--- config.mk ---
export PLATFORM = sky130hd
export DESIGN_NAME = wiper_bank_top
export DESIGN_NICKNAME = d
export VERILOG_FILES = /design/src/rtl/wiper_bank_pkg.sv /design/src/rtl/wb_cmd_decode.sv /design/src/rtl/wb_array_regs.sv /design/src/rtl/wb_tap_decoder.sv /design/src/rtl/wb_read_port.sv /design/src/rtl/wiper_bank_top.sv
export SDC_FILE = /design/constraint.sdc
export NUM_CORES = 1
export LEC_CHECK = 0
export CAP_MARGIN = 20
export CORE_MARGIN = 5
export CORE_UTILIZATION = 35
export CTS_BUF_LIST = sky130_fd_sc_hd__clkbuf_16
export DETAILED_ROUTE_END_ITERATION = 6
export SLEW_MARGIN = 20
export SYNTH_ARGS = -nofsm -noshare
export SYNTH_HDL_FRONTEND = slang
export SYNTH_SLANG_ARGS = --single-unit
--- constraint.sdc ---
create_clock -name clk -period 2.8 [get_ports clk]
set_input_delay 0.28 -clock clk [delete_from_list [all_inputs] [get_ports clk]]
set_output_delay 0.28 -clock clk [all_outputs]
set_load 0.005 [all_outputs]
--- src/rtl/wiper_bank_pkg.sv ---
// Package: shared operation codes for the dual wiper register bank.
// Assumes a 3-bit operation field; codes 6 and 7 are unused.
package wiper_bank_pkg;

    typedef enum logic [2:0] {
        OP_NOP      = 3'd0,
        OP_WR_WIPER = 3'd1,
        OP_RD_WIPER = 3'd2,
        OP_WR_DATA  = 3'd3,
        OP_RD_DATA  = 3'd4,
        OP_XFER     = 3'd5
    } wb_op_e;

endpackage

--- src/rtl/wb_cmd_decode.sv ---
// Module: wb_cmd_decode
// Turns one command per cycle into per-ladder write strobes, a read request
// and the registered shadow-write pulse. Assumes arr_sel values at or above
// N_ARRAYS name no ladder and are ignored.
module wb_cmd_decode
    import wiper_bank_pkg::*;
#(
    parameter int N_ARRAYS = 2,
    parameter int ARR_W    = 1
) (
    input  logic                clk,
    input  logic                rst_n,
    input  logic                req_valid,
    input  logic [2:0]          op,
    input  logic [ARR_W-1:0]    arr_sel,
    output logic [N_ARRAYS-1:0] wr_wiper_en,
    output logic [N_ARRAYS-1:0] wr_data_en,
    output logic [N_ARRAYS-1:0] xfer_en,
    output logic                rd_req,
    output logic                rd_wiper,
    output logic                nv_write
);

    logic arr_ok;
    logic is_wr_wiper;
    logic is_wr_data;
    logic is_xfer;
    logic is_rd_wiper;
    logic is_rd_data;

    // Classify the incoming command once.
    always_comb begin
        arr_ok      = req_valid && (int'(arr_sel) < N_ARRAYS);
        is_wr_wiper = arr_ok && (op == OP_WR_WIPER);
        is_wr_data  = arr_ok && (op == OP_WR_DATA);
        is_xfer     = arr_ok && (op == OP_XFER);
        is_rd_wiper = arr_ok && (op == OP_RD_WIPER);
        is_rd_data  = arr_ok && (op == OP_RD_DATA);
        rd_req      = is_rd_wiper || is_rd_data;
        rd_wiper    = is_rd_wiper;
    end

    // Route each write-type strobe to the addressed ladder only.
    for (genvar a = 0; a < N_ARRAYS; a++) begin : g_strobe
        always_comb begin
            wr_wiper_en[a] = is_wr_wiper && (int'(arr_sel) == a);
            wr_data_en[a]  = is_wr_data  && (int'(arr_sel) == a);
            xfer_en[a]     = is_xfer     && (int'(arr_sel) == a);
        end
    end

    // Register the shadow-write done pulse for the front end.
    always_ff @(posedge clk) begin
        if (!rst_n) nv_write <= 1'b0;
        else        nv_write <= is_wr_data;
    end

endmodule

--- src/rtl/wb_array_regs.sv ---
// Module: wb_array_regs
// Holds one ladder's live wiper register and its shadow data registers.
// Assumes at most one of the three strobes is high in a cycle.
module wb_array_regs #(
    parameter int REG_W  = 6,
    parameter int N_DATA = 4,
    parameter int DSEL_W = 2
) (
    input  logic                    clk,
    input  logic                    rst_n,
    input  logic                    wr_wiper_en,
    input  logic                    wr_data_en,
    input  logic                    xfer_en,
    input  logic [DSEL_W-1:0]       reg_sel,
    input  logic [REG_W-1:0]        wr_data,
    output logic [REG_W-1:0]        wiper_q,
    output logic [N_DATA*REG_W-1:0] data_q
);

    logic [REG_W-1:0] shadow_pick;

    // Pick the shadow register named by reg_sel for a copy.
    always_comb begin
        shadow_pick = data_q[int'(reg_sel)*REG_W +: REG_W];
    end

    // Live wiper: a direct write or a copy from a shadow register.
    always_ff @(posedge clk) begin
        if (!rst_n)           wiper_q <= '0;
        else if (wr_wiper_en) wiper_q <= wr_data;
        else if (xfer_en)     wiper_q <= shadow_pick;
    end

    // Shadow registers, one per generate slot.
    for (genvar d = 0; d < N_DATA; d++) begin : g_shadow
        always_ff @(posedge clk) begin
            if (!rst_n)
                data_q[d*REG_W +: REG_W] <= '0;
            else if (wr_data_en && (int'(reg_sel) == d))
                data_q[d*REG_W +: REG_W] <= wr_data;
        end
    end

endmodule

--- src/rtl/wb_tap_decoder.sv ---
// Module: wb_tap_decoder
// Decodes a wiper value into a registered one-hot tap select. Assumes
// N_TAPS equals 2**REG_W, so every wiper value names a real tap.
module wb_tap_decoder #(
    parameter int REG_W  = 6,
    parameter int N_TAPS = 64
) (
    input  logic              clk,
    input  logic              rst_n,
    input  logic [REG_W-1:0]  wiper,
    output logic [N_TAPS-1:0] onehot
);

    logic [N_TAPS-1:0] onehot_d;

    // One comparator per tap switch.
    for (genvar t = 0; t < N_TAPS; t++) begin : g_tap
        always_comb onehot_d[t] = (int'(wiper) == t);
    end

    // Register the select so no glitch reaches the switches.
    always_ff @(posedge clk) begin
        if (!rst_n) onehot <= {{(N_TAPS-1){1'b0}}, 1'b1};
        else        onehot <= onehot_d;
    end

endmodule

--- src/rtl/wb_read_port.sv ---
// Module: wb_read_port
// Registers read data from any wiper or shadow register. Holds the last
// value between reads. Assumes arr_sel was range-checked by the decoder.
module wb_read_port #(
    parameter int N_ARRAYS = 2,
    parameter int REG_W    = 6,
    parameter int N_DATA   = 4,
    parameter int ARR_W    = 1,
    parameter int DSEL_W   = 2
) (
    input  logic                             clk,
    input  logic                             rst_n,
    input  logic                             rd_req,
    input  logic                             rd_wiper,
    input  logic [ARR_W-1:0]                 arr_sel,
    input  logic [DSEL_W-1:0]                reg_sel,
    input  logic [N_ARRAYS*REG_W-1:0]        wiper_all,
    input  logic [N_ARRAYS*N_DATA*REG_W-1:0] data_all,
    output logic [REG_W-1:0]                 rd_data,
    output logic                             rd_valid
);

    logic [REG_W-1:0] rd_pick;

    // Select the addressed register.
    always_comb begin
        if (rd_wiper)
            rd_pick = wiper_all[int'(arr_sel)*REG_W +: REG_W];
        else
            rd_pick = data_all[(int'(arr_sel)*N_DATA + int'(reg_sel))*REG_W +: REG_W];
    end

    // Capture the read result and its one-cycle valid flag.
    always_ff @(posedge clk) begin
        if (!rst_n) begin
            rd_data  <= '0;
            rd_valid <= 1'b0;
        end else begin
            rd_valid <= rd_req;
            if (rd_req) rd_data <= rd_pick;
        end
    end

endmodule

--- src/rtl/wiper_bank_top.sv ---
// Module: wiper_bank_top
// Dual ladder wiper register bank. Takes one command per cycle and drives
// one registered one-hot tap select per ladder. Assumes the front end
// issues at most one command per clock.
module wiper_bank_top #(
    parameter int N_ARRAYS = 2,
    parameter int REG_W    = 6,
    parameter int N_DATA   = 4,
    parameter int ARR_W    = (N_ARRAYS > 1) ? $clog2(N_ARRAYS) : 1,
    parameter int DSEL_W   = (N_DATA > 1) ? $clog2(N_DATA) : 1,
    parameter int N_TAPS   = 1 << REG_W
) (
    input  logic                       clk,
    input  logic                       rst_n,
    input  logic                       req_valid,
    input  logic [2:0]                 op,
    input  logic [ARR_W-1:0]           arr_sel,
    input  logic [DSEL_W-1:0]          reg_sel,
    input  logic [REG_W-1:0]           wr_data,
    output logic [REG_W-1:0]           rd_data,
    output logic                       rd_valid,
    output logic                       nv_write,
    output logic [N_ARRAYS*N_TAPS-1:0] tap_onehot
);

    logic [N_ARRAYS-1:0]               wr_wiper_en;
    logic [N_ARRAYS-1:0]               wr_data_en;
    logic [N_ARRAYS-1:0]               xfer_en;
    logic                              rd_req;
    logic                              rd_wiper;
    logic [N_ARRAYS*REG_W-1:0]         wiper_all;
    logic [N_ARRAYS*N_DATA*REG_W-1:0]  data_all;

    wb_cmd_decode #(.N_ARRAYS(N_ARRAYS), .ARR_W(ARR_W)) u_dec (
        .clk         (clk),
        .rst_n       (rst_n),
        .req_valid   (req_valid),
        .op          (op),
        .arr_sel     (arr_sel),
        .wr_wiper_en (wr_wiper_en),
        .wr_data_en  (wr_data_en),
        .xfer_en     (xfer_en),
        .rd_req      (rd_req),
        .rd_wiper    (rd_wiper),
        .nv_write    (nv_write)
    );

    // One register set and one tap decoder per ladder.
    for (genvar a = 0; a < N_ARRAYS; a++) begin : g_ladder
        wb_array_regs #(.REG_W(REG_W), .N_DATA(N_DATA), .DSEL_W(DSEL_W)) u_regs (
            .clk         (clk),
            .rst_n       (rst_n),
            .wr_wiper_en (wr_wiper_en[a]),
            .wr_data_en  (wr_data_en[a]),
            .xfer_en     (xfer_en[a]),
            .reg_sel     (reg_sel),
            .wr_data     (wr_data),
            .wiper_q     (wiper_all[a*REG_W +: REG_W]),
            .data_q      (data_all[a*N_DATA*REG_W +: N_DATA*REG_W])
        );

        wb_tap_decoder #(.REG_W(REG_W), .N_TAPS(N_TAPS)) u_tap (
            .clk    (clk),
            .rst_n  (rst_n),
            .wiper  (wiper_all[a*REG_W +: REG_W]),
            .onehot (tap_onehot[a*N_TAPS +: N_TAPS])
        );
    end

    wb_read_port #(
        .N_ARRAYS (N_ARRAYS),
        .REG_W    (REG_W),
        .N_DATA   (N_DATA),
        .ARR_W    (ARR_W),
        .DSEL_W   (DSEL_W)
    ) u_rd (
        .clk       (clk),
        .rst_n     (rst_n),
        .rd_req    (rd_req),
        .rd_wiper  (rd_wiper),
        .arr_sel   (arr_sel),
        .reg_sel   (reg_sel),
        .wiper_all (wiper_all),
        .data_all  (data_all),
        .rd_data   (rd_data),
        .rd_valid  (rd_valid)
    );

endmodule

==> summary.md, run 1 <==
| Metric | Value |
|---|---|
| Status | `completed` |
| CTS tree | `done` |
| Max_slew headroom | `0.4845` |
| WL per Instance | `17.69 microns` |
| Setup-failing EPs final | `0` |
| Hold_ws | `around 0.37 ns` |
| Worst slew pin tran | `0.7709 ns` |
| Worst hold path class | `in2reg` |
| Top FF cell, synth | `dfxtp_1` |
| Met2 usage | `0.2630` |
| Crit path required time | `3.16 ns` |
| Synthesis-to-layout area growth | `29.24%` |
| Part of the cycle the worst path needs | `0.7854` |
| Peak VDD IR | `0.0003959 V` |
| Met3 Usage GRT | `0.04774` |
| H-tree levels | `4` |
| Crit path time final | `2.199 ns` |
| Synthesized cell area | `7885 sq um` |
| Hold Fails Final Rpt | `0` |
| Fin nets | `953` |
| CP startpoint | `reg_sel[1]` |
| Clock slew at reported path FFs | `0.08 ns` |
| I/O Pins | `151` |
| Number of synthesized flops with an enable pin | `0` |
| Iteration count of the initial detailed-routing pass | `4` |
| Die area | `25630 sq um` |
| Commonest non-fill, non-tap cells in the layout | `dfxtp_1 (196), clkdlybuf4s50_1 (148), nor2_1 (142)` |
| Starting Density | `0.3515` |
| Setup crit start kind | `primary input` |
| GRT Util Overall | `0.1681` |
| Die X-Extent | `160.1 microns` |
| ANT cells | `0` |
| Clk sinks | `just under 200` |
| Worst-Skew Late Latency | `0.44 ns` |
| R2R Setup Slk | `1.34 ns` |
| Max Cap Viol | `0` |
| Sw power | `1.497 mW` |
| First-pass GRT wire length | `roughly 34000 microns` |
| Antenna-violating nets left | `0` |
| Synth Warn # | `0` |
| Avg Cell Area, Syn | `9.807 sq um` |
| Netlist cell types | `44` |
| Die height | `160.1 microns` |
| Hold_sp | `rst_n` |
| Cts repair resizes | `0` |
| Seq pwr share | `0.496` |
| Clk network pwr share | `0.430` |
| Crit Path Category | `in2reg` |
| Share of post-route cells with drive strength above 1 | `0.08696` |
| Synthesized netlist cell count | `between 800 and 900` |
| Setup tns final | `0 ns` |
| #FFs+latches synth | `between 150 and 200` |
| Kind of end point of the critical path | `flop` |
| Row count | `55` |
| Sequential area share after synthesis | `0.4976` |
| Final Max Slew Viols | `0` |
| Grt peak-use layer | `met2` |
| Post-CTS Setup Inserts | `0` |
| Mapped Nets | `827` |
| WP data arrival | `2.56 ns` |
| Root Driver | `clkbuf_16` |
| Ys async rst share | `0` |
| Fmax | `454.7 MHz` |
| GR Layer Usage met1 | `0.2320` |
| Crit-path max FO | `3` |
| RSZ-0062 raised after global routing | `false` |
| Leak | `roughly 3.6 nW` |
| WL final | `21730 microns` |
| Total gr overflow | `0` |
| # DRC | `0` |
| DR iter-0 viols | `400` |
| Post-DP HPWL | `15880 microns` |
| Sw Share | `0.2628` |
| Largest net degree at the start of global routing | `49` |
| Initial antenna violation count | `0` |
| Worst Clk Skew | `0.01563 ns` |
| Pint | `4.200 mW` |
| Reg2reg start | `g_ladder[0].u_regs.data_q[7]` |
| Vias in the first global route | `5923` |
| Pwr Density | `559.1 nW/um^2` |
| Post-CTS Hold Buffers | `0` |
| CTS max path bufs | `2` |
| RD Place Congestion | `a little under 0.9` |
| PortBufs | `150` |
| Vias/cell | `around 5.1` |
| Commonest non-fill, non-tap cell in the layout | `dfxtp_1` |
| Power share of the combinational group | `0.074` |
| Area of the core | `22430 sq um` |
| Via count | `6221` |
| Cts bufs inserted | `17` |
## sequential cells by signal, summed over array words and instances, names as in the netlist
register                 cells
g_ladder.u_tap.onehot      128
g_ladder.u_regs.data_q      48
g_ladder.u_regs.wiper_q     12
u_rd.rd_data                 6
u_dec.nv_write               1
u_rd.rd_valid                1
## layout make-up
type,count,area (sq um)
inverters,3,11.26
flip-flops and latches,196,3924
clock buffers,17,425.4
fillers,2177,12240
repair buffers,172,1682
well taps,285,356.6
multi-input cells,540,3601
clock inverters,15,191.4
## layer usage
metal  up-vias  routed length, microns
met1      2965                   10090
met2       224                    9811
li1       3014                       -
met4         0                     210
met3        18                    1616
met5         -                       0
## power groups by stage
stage / Combinational (mW) / Sequential, mW / Clock [mW]
after global placement: 0.421 / 2.89 / 0
after detailed placement: 0.422 / 2.89 / 0
after CTS: 0.423 / 2.82 / 2.50
final: 0.424 / 2.82 / 2.45
after global routing: 0.461 / 2.83 / 2.63
after floorplan: 0.307 / 2.88 / 0
## logic make-up (layout without fill, tap and decap cells)
group / Yosys count / count (layout) / share of synthesized area
flops: 196 / 196 / 0.4976
mux: 87 / 87 / 0.1609
compound gates: 93 / 93 / 0.07934
simple gates: 351 / 351 / 0.2023
xor+xnor: 1 / 1 / 0.001111
fa+ha+maj: 8 / 8 / 0.01269
buf+inv: 68 / 207 / 0.04602
## worst max-delay path, cell delays in order
cell and delay (ns):
clkdlybuf4s50_1 0.49, inv_1 0.08, ha_1 0.28, inv_1 0.04, ha_1 0.18, ha_1 0.31
nor3_1 0.07, a22oi_1 0.23, nand2_1 0.07, or3_1 0.38, a31oi_1 0.13
## stage by stage
| stage | cells | power, mW | util | setup slack (ns) | instance area [sq um] |
|---|---|---|---|---|---|
| floorplan | 804 | 3.184 | - | 0.3855 | 7885 |
| global placement | 1196 | 3.311 | 0.4268 | 0.1868 | 9574 |
| detailed placement | 1196 | 3.312 | 0.4268 | 0.1973 | 9574 |
| CTS | 1228 | 5.752 | 0.4543 | 0.6464 | 10190 |
| global route | 1228 | 5.921 | 0.4543 | 0.4757 | 10190 |
| finish | 1228 | 5.698 | 0.4543 | 0.6010 | 10190 |
## worst paths after layout
path,end,cells past startpoint
max reg2reg,u_rd.rd_data[3],5
max,u_rd.rd_data[5],11
min,g_ladder[1].u_tap.onehot[0],2
min reg2reg,g_ladder[1].u_regs.data_q[12],2
## Yosys cell counts (all sizes together) (3+ instances only)
master / number / area share
a31oi: 16 / 0.013
dfxtp: 196 / 0.50
nor3: 4 / 0.0025
a21oi: 5 / 0.0032
mux2i: 57 / 0.072
nand3: 46 / 0.029
nand2: 84 / 0.040
nand4: 4 / 0.0032
and2: 7 / 0.0056
nand2b: 10 / 0.0079
nor2: 142 / 0.068
clkbuf: 42 / 0.020
nor3b: 3 / 0.0029
a22oi: 6 / 0.0057
buf: 23 / 0.025
nand3b: 6 / 0.0057
o211ai: 10 / 0.0095
mux4: 30 / 0.089
o22ai: 4 / 0.0032
inv: 3 / 0.0014
o21ai: 18 / 0.011
a21boi: 24 / 0.023
ha: 8 / 0.013
nor2b: 36 / 0.029
(Power assumes the default switching activity.)
==> run 2, diff against run 1 <==
==> constraint.sdc (replaced) <==
create_clock -name clk -period 1.9 [get_ports clk]
set_input_delay 0.19 -clock clk [delete_from_list [all_inputs] [get_ports clk]]
set_output_delay 0.19 -clock clk [all_outputs]
set_load 0.005 [all_outputs]
==> summary.md, run 2 (synthesis results as in run 1) <==
| Metric | Value |
|---|---|
| Status | `completed` |
| Setup crit start kind | `primary input` |
| Worst Clk Skew | `0.01262 ns (-0.003012 ns)` |
| Die height | `160.1 microns (unchanged)` |
| CP startpoint | `reg_sel[1]` |
| DR iter-0 viols | `380 (-5.0%)` |
| Die area | `25630 sq um (unchanged)` |
| Max Cap Viol | `0 (unchanged)` |
| Share of post-route cells with drive strength above 1 | `0.1284 (+0.04148)` |
| Number of buffers and inverters on the critical path | `3 (unchanged)` |
| Vias in the first global route | `6006 (+1.4%)` |
| Part of the cycle the worst path needs | `0.8944` |
| Clock slew at reported path FFs | `0.07 ns (about the same)` |
| R2R Setup Slk | `0.45 ns (-0.89 ns)` |
| I/O Pins | `151 (unchanged)` |
| Post-DP HPWL | `16380 microns (+3.1%)` |
| Delay of the slowest critical-path stage | `0.37 ns (-0.12 ns)` |
| Vias/cell | `4.934 (-2.6%)` |
| Post-CTS Hold Buffers | `0 (unchanged)` |
| Total gr overflow | `0 (unchanged)` |
| Fin nets | `991 (+4.0%)` |
| Setup tns final | `0 ns (unchanged)` |
| Die X-Extent | `160.1 microns (unchanged)` |
| CTS tree | `done` |
| Final Cell Area | `10600 sq um (+4.0%)` |
| Final Max Slew Viols | `0 (unchanged)` |
| Most frequent CP cell | `ha_4` |
| WL final | `22310 microns (+2.7%)` |
| Iteration count of the initial detailed-routing pass | `4 (unchanged)` |
| Crit Path Category | `in2reg` |
| Max_slew headroom | `0.5188 (+0.03431)` |
| PortBufs | `150 (unchanged)` |
| Via count | `6246 (+0.40%)` |
| WP data arrival | `2.06 ns (-0.50 ns)` |
| GRT Util Overall | `0.1716 (+0.003476)` |
| Largest net degree at the start of global routing | `73 (+49%)` |
| Largest delay share family, worst path | `adder cells` |
| Cts bufs inserted | `17 (unchanged)` |
| Fill cells | `2126 (-2.3%)` |
| # DRC | `0 (unchanged)` |
| Row count | `55 (unchanged)` |
| Kind of end point of the critical path | `flop` |
| Hold Fails Final Rpt | `0 (unchanged)` |
| Area of the core | `22430 sq um (unchanged)` |
| Critical-path top delay cell | `or3_1` |
| Reg2reg start | `g_ladder[0].u_regs.data_q[7]` |
| Max reg flops | `128 (unchanged)` |
| WL per Instance | `17.62 microns (-0.39%)` |
| Starting Density | `0.3515 (unchanged)` |
| Commonest non-fill, non-tap cell in the layout | `dfxtp_1` |
| Worst hold path class | `in2reg` |
| Worst path cell trace | `dlygate4sd2_1, inv_2, ha_1, inv_1, ha_4, ha_4, nor3b_1, a22oi_1, nand2_1, or3_1, a31oi_1` |
| Setup-failing EPs final | `0 (unchanged)` |
| Leak | `3.765 nW (+5.9%)` |
| RSZ-0062 raised after global routing | `false` |
| R2r endpoint | `u_rd.rd_data[3]` |
| Regs by FF count | `g_ladder.u_tap.onehot (128), g_ladder.u_regs.data_q (48), g_ladder.u_regs.wiper_q (12)` |
| First-pass GRT wire length | `34940 microns (+1.7%)` |
| Cell count along the critical path | `11 (unchanged)` |
| Worst-Skew Late Latency | `0.43 ns (about the same)` |
| Clk sinks | `196 (unchanged)` |
| Pwr Density | `801.0 nW/um^2 (+43%)` |
| Crit path time final | `1.699 ns` |
| CTS max path bufs | `2 (unchanged)` |
| Crit path required time | `2.26 ns (-0.90 ns)` |
| Hold_ws | `0.02766 ns (-0.3421 ns)` |
| Initial antenna violation count | `0 (unchanged)` |
| RD Place Congestion | `0.9036 (+3.6%)` |
| Peak VDD IR | `0.0006941 V (+75%)` |
| Worst r2r path cells | `5 (unchanged)` |
| Fmax | `588.4 MHz` |
| Hold_sp | `rst_n` |
| ANT cells | `0 (unchanged)` |
| Root Driver | `clkbuf_16` |
| Crit-path max FO | `3 (unchanged)` |
| Area post-placement | `9962 sq um (+4.1%)` |
| Antenna-violating nets left | `0 (unchanged)` |
| Commonest non-fill, non-tap cells in the layout | `dfxtp_1 (196), clkdlybuf4s50_1 (146), nor2_1 (141)` |
| Worst slew pin tran | `0.7196 ns (-0.05131 ns)` |
| Synthesis-to-layout area growth | `34.45%` |
| Top reg by flops | `g_ladder.u_tap.onehot` |
| Setup crit end | `u_rd.rd_data[4]` |
| H-tree levels | `4 (unchanged)` |
[run 2: how the worst min path moves through the flow]
stage	slack, ns	depth (start not counted)	to
after global routing	0.02	2	g_ladder[0].u_tap.onehot[0]
final	0.03	2	g_ladder[0].u_tap.onehot[0]
after global placement	0.47	2	g_ladder[0].u_tap.onehot[0]
after detailed placement	0.47	2	g_ladder[0].u_tap.onehot[0]
after CTS	0.02	2	g_ladder[0].u_tap.onehot[0]
after floorplan	0.45	3	g_ladder[1].u_regs.wiper_q[0]
[run 2: area by class of cell]
cell class	count	area, sq um	area share
Inverter	3	11.26	0.001062
Clock inverter	15	186.4	0.01759
Clock buffer	17	425.4	0.04013
Multi-Input combinational cell	540	3642	0.3436
Sequential cell	196	3924	0.3701
Timing Repair Buffer	210	2056	0.1939
Tap cell	285	356.6	0.03364
[run 2: per-stage QoR]
stage / setup slack [ns] / total power [mW] / utilization / instances
final: 0.2006 / 8.491 / 0.4726 / 1266
after global routing: 0.1060 / 8.834 / 0.4726 / 1266
after CTS: 0.06106 / 8.580 / 0.4723 / 1266
after global placement: -0.5336 / 4.940 / 0.4441 / 1234
after detailed placement: -0.5308 / 4.943 / 0.4441 / 1234
after floorplan: 0.001076 / 4.710 / - / 804
[run 2: timing repair]
action	in CTS	in global routing
setup endpoints to repair	6	6
setup buffers	0	0
gates resized for setup	5	2
pin swaps	0	1
[run 2: metal layers]
| layer | vias to the layer above | wire, microns | track usage |
|---|---|---|---|
| met3 | 27 | 1364 | 0.04077 |
| li1 | 3087 | - | - |
| met4 | 0 | 387 | 0.04810 |
| met1 | 2941 | 10470 | 0.2333 |
| met5 | - | 0 | 0 |
| met2 | 191 | 10090 | 0.2744 |
[run 2: power breakdown]
part	switching (mW)	internal [mW]	total, mW
clock	1.84	1.79	3.63
combinational	0.373	0.326	0.699
sequential	0.0310	4.13	4.16
==> run 3, diff against run 2 <==
--- a/config.mk
+++ b/config.mk
@@ -10,6 +10,7 @@
 export CORE_UTILIZATION = 35
 export CTS_BUF_LIST = sky130_fd_sc_hd__clkbuf_16
 export DETAILED_ROUTE_END_ITERATION = 6
+export GPL_ROUTABILITY_DRIVEN = 0
 export SLEW_MARGIN = 20
 export SYNTH_ARGS = -nofsm -noshare
 export SYNTH_HDL_FRONTEND = slang
==> summary.md, run 3 (synthesis results as in run 1) <==
| Metric | Value |
|---|---|
| DR iter-0 viols | `363 (-4.5%)` |
| Crit Path Category | `in2reg` |
| Crit path required time | `2.26 ns (about the same)` |
| Regs by FF count | `g_ladder.u_tap.onehot (128), g_ladder.u_regs.data_q (48), g_ladder.u_regs.wiper_q (12)` |
| Sw power | `2.208 mW (-1.6%)` |
| Share of post-route cells with drive strength above 1 | `0.1228 (-0.005615)` |
| Power share of the combinational group | `0.081 (about the same)` |
| Total gr overflow | `0 (unchanged)` |
| RSZ-0062 raised after global routing | `false` |
| H-tree levels | `4 (unchanged)` |
| I/O Pins | `151 (unchanged)` |
| PortBufs | `150 (unchanged)` |
| Largest delay share family, worst path | `adder cells` |
| Final Cell Area | `10570 sq um (-0.34%)` |
| Synthesis-to-layout area growth | `33.99%` |
| Die height | `160.1 microns (unchanged)` |
| GRT Util Overall | `0.1720 (+0.0003258)` |
| Max_slew headroom | `0.5040 (-0.01481)` |
| Part of the cycle the worst path needs | `0.9246 (+0.03023)` |
| Crit-path max FO | `3 (unchanged)` |
| Worst hold path class | `in2reg` |
| Critical-path top delay cell | `or3_1` |
| Max reg flops | `128 (unchanged)` |
| Leak | `3.743 nW (-0.58%)` |
| Via count | `6292 (+0.74%)` |
| Clock slew at reported path FFs | `0.07 ns (about the same)` |
| ANT cells | `0 (unchanged)` |
| Final Max Slew Viols | `0 (unchanged)` |
| Row count | `55 (unchanged)` |
| Vias in the first global route | `6079 (+1.2%)` |
| Hold_ws | `0.04314 ns (+0.01548 ns)` |
| Hold Fails Final Rpt | `0 (unchanged)` |
| Pwr Density | `798.9 nW/um^2 (-0.26%)` |
| Post-DP HPWL | `16370 microns (about the same)` |
| Die area | `25630 sq um (unchanged)` |
| Top reg by flops | `g_ladder.u_tap.onehot` |
| Largest net degree at the start of global routing | `72 (-1.4%)` |
| Setup-failing EPs final | `0 (unchanged)` |
| Kind of end point of the critical path | `flop` |
| Initial antenna violation count | `2 (+2)` |
| Area post-placement | `9945 sq um (-0.18%)` |
| Post-CTS Hold Buffers | `0 (unchanged)` |
| Clk sinks | `196 (unchanged)` |
| WP data arrival | `2.11 ns (+0.05 ns)` |
| Pint | `6.233 mW (-0.23%)` |
| CTS max path bufs | `2 (unchanged)` |
| Die X-Extent | `160.1 microns (unchanged)` |
| Post-layout power | `8.441 mW (-0.60%)` |
| Sw Share | `0.2616 (-0.002743)` |
| # DRC | `0 (unchanged)` |
| Starting Density | `0.3515 (unchanged)` |
| R2R Setup Slk | `0.48 ns (+0.03 ns)` |
| Worst path cell trace | `dlygate4sd2_1, inv_2, ha_1, inv_1, ha_2, ha_4, nor3b_1, a22oi_1, nand2_1, or3_1, a31oi_1` |
| Commonest non-fill, non-tap cell in the layout | `dfxtp_1` |
| CTS tree | `done` |
| Post-CTS Setup Inserts | `0 (unchanged)` |
| Worst-Skew Late Latency | `0.44 ns (about the same)` |
| WL final | `22250 microns (-0.30%)` |
| WL per Instance | `17.63 microns (about the same)` |
| Crit path time final | `1.757 ns (+0.05744 ns)` |
| Worst Clk Skew | `0.01407 ns (+0.001445 ns)` |
| Fmax | `569.2 MHz (-3.3%)` |
| Peak VDD IR | `0.0005419 V (-22%)` |
| Delay of the slowest critical-path stage | `0.37 ns (about the same)` |
| Iteration count of the initial detailed-routing pass | `5 (+1)` |
| Clk network pwr share | `0.426 (-0.002)` |
| Cts repair resizes | `4 (-1)` |
| Status | `completed` |
| Commonest non-fill, non-tap cells in the layout | `dfxtp_1 (196), clkdlybuf4s50_1 (146), nor2_1 (142)` |
| Setup crit start kind | `primary input` |
| Fin nets | `987 (-0.40%)` |
| Antenna-violating nets left | `0 (unchanged)` |
| Vias/cell | `4.986 (+1.1%)` |
| Worst slew pin tran | `0.7417 ns (+0.02214 ns)` |
| Max Cap Viol | `0 (unchanged)` |
| Area of the core | `22430 sq um (unchanged)` |
| Cts bufs inserted | `17 (unchanged)` |
| Number of buffers and inverters on the critical path | `3 (unchanged)` |
| Seq pwr share | `0.493 (+0.003)` |
| Root Driver | `clkbuf_16` |
| First-pass GRT wire length | `35300 microns (+1.0%)` |
==> run 3: cell count changes in the layout (fill, tap and decap cells not counted), sizes merged <==
cell          delta
inv              +1
clkinv           -1
buf              -4
dlymetal6s2s     -1
dlygate4sd2      +1
==> run 3: path summary, 6_finish.rpt <==
| check | from | endpoint | cells after the start |
|---|---|---|---|
| hold / removal | rst_n | g_ladder[0].u_tap.onehot[0] | 2 |
| setup reg to reg | g_ladder[0].u_regs.data_q[7] | u_rd.rd_data[3] | 5 |
| setup / recovery | reg_sel[1] | u_rd.rd_data[4] | 11 |
| hold reg to reg | g_ladder[1].u_regs.data_q[15] | g_ladder[1].u_regs.data_q[15] | 2 |
==> run 3: area by class of cell <==
type / count / area (sq um)
timing repair buffer: 206 / 2038
clock inverter: 15 / 183.9
inverter: 3 / 11.26
tap: 285 / 356.6
sequential: 196 / 3924
multi-input combinational: 540 / 3626
fill: 2124 / 11870
clock buffer: 17 / 425.4
==> run 3: power by group through the flow <==
| stage | Clock (mW) | Combinational [mW] | Sequential [mW] |
|---|---|---|---|
| floorplan | 0 | 0.470 | 4.24 |
| detailed placement | 0 | 0.673 | 4.26 |
| global placement | 0 | 0.670 | 4.26 |
| CTS | 3.68 | 0.681 | 4.16 |
| global route | 3.85 | 0.738 | 4.17 |
| finish | 3.60 | 0.682 | 4.16 |
==> run 3: metal layers <==
layer	vias to the layer above	track usage	part of all wire	wire, microns
met3	18	0.04258	0.065	1445
li1	3089	-	-	-
met4	4	0.03989	0.0098	218
met2	199	0.2759	0.45	10070
met1	2982	0.2351	0.47	10490
met5	-	0	0.00094	21
==> run 3: metrics by stage <==
stage	setup TNS (ns)	utilization	worst slack, ns	cells
floorplan	0	-	0.001076	804
global placement	-3.194	0.4433	-0.5278	1230
detailed placement	-3.323	0.4433	-0.5345	1230
CTS	0	0.4709	0.1787	1262
global route	0	0.4709	0.003689	1262
finish	0	0.4709	0.1432	1262
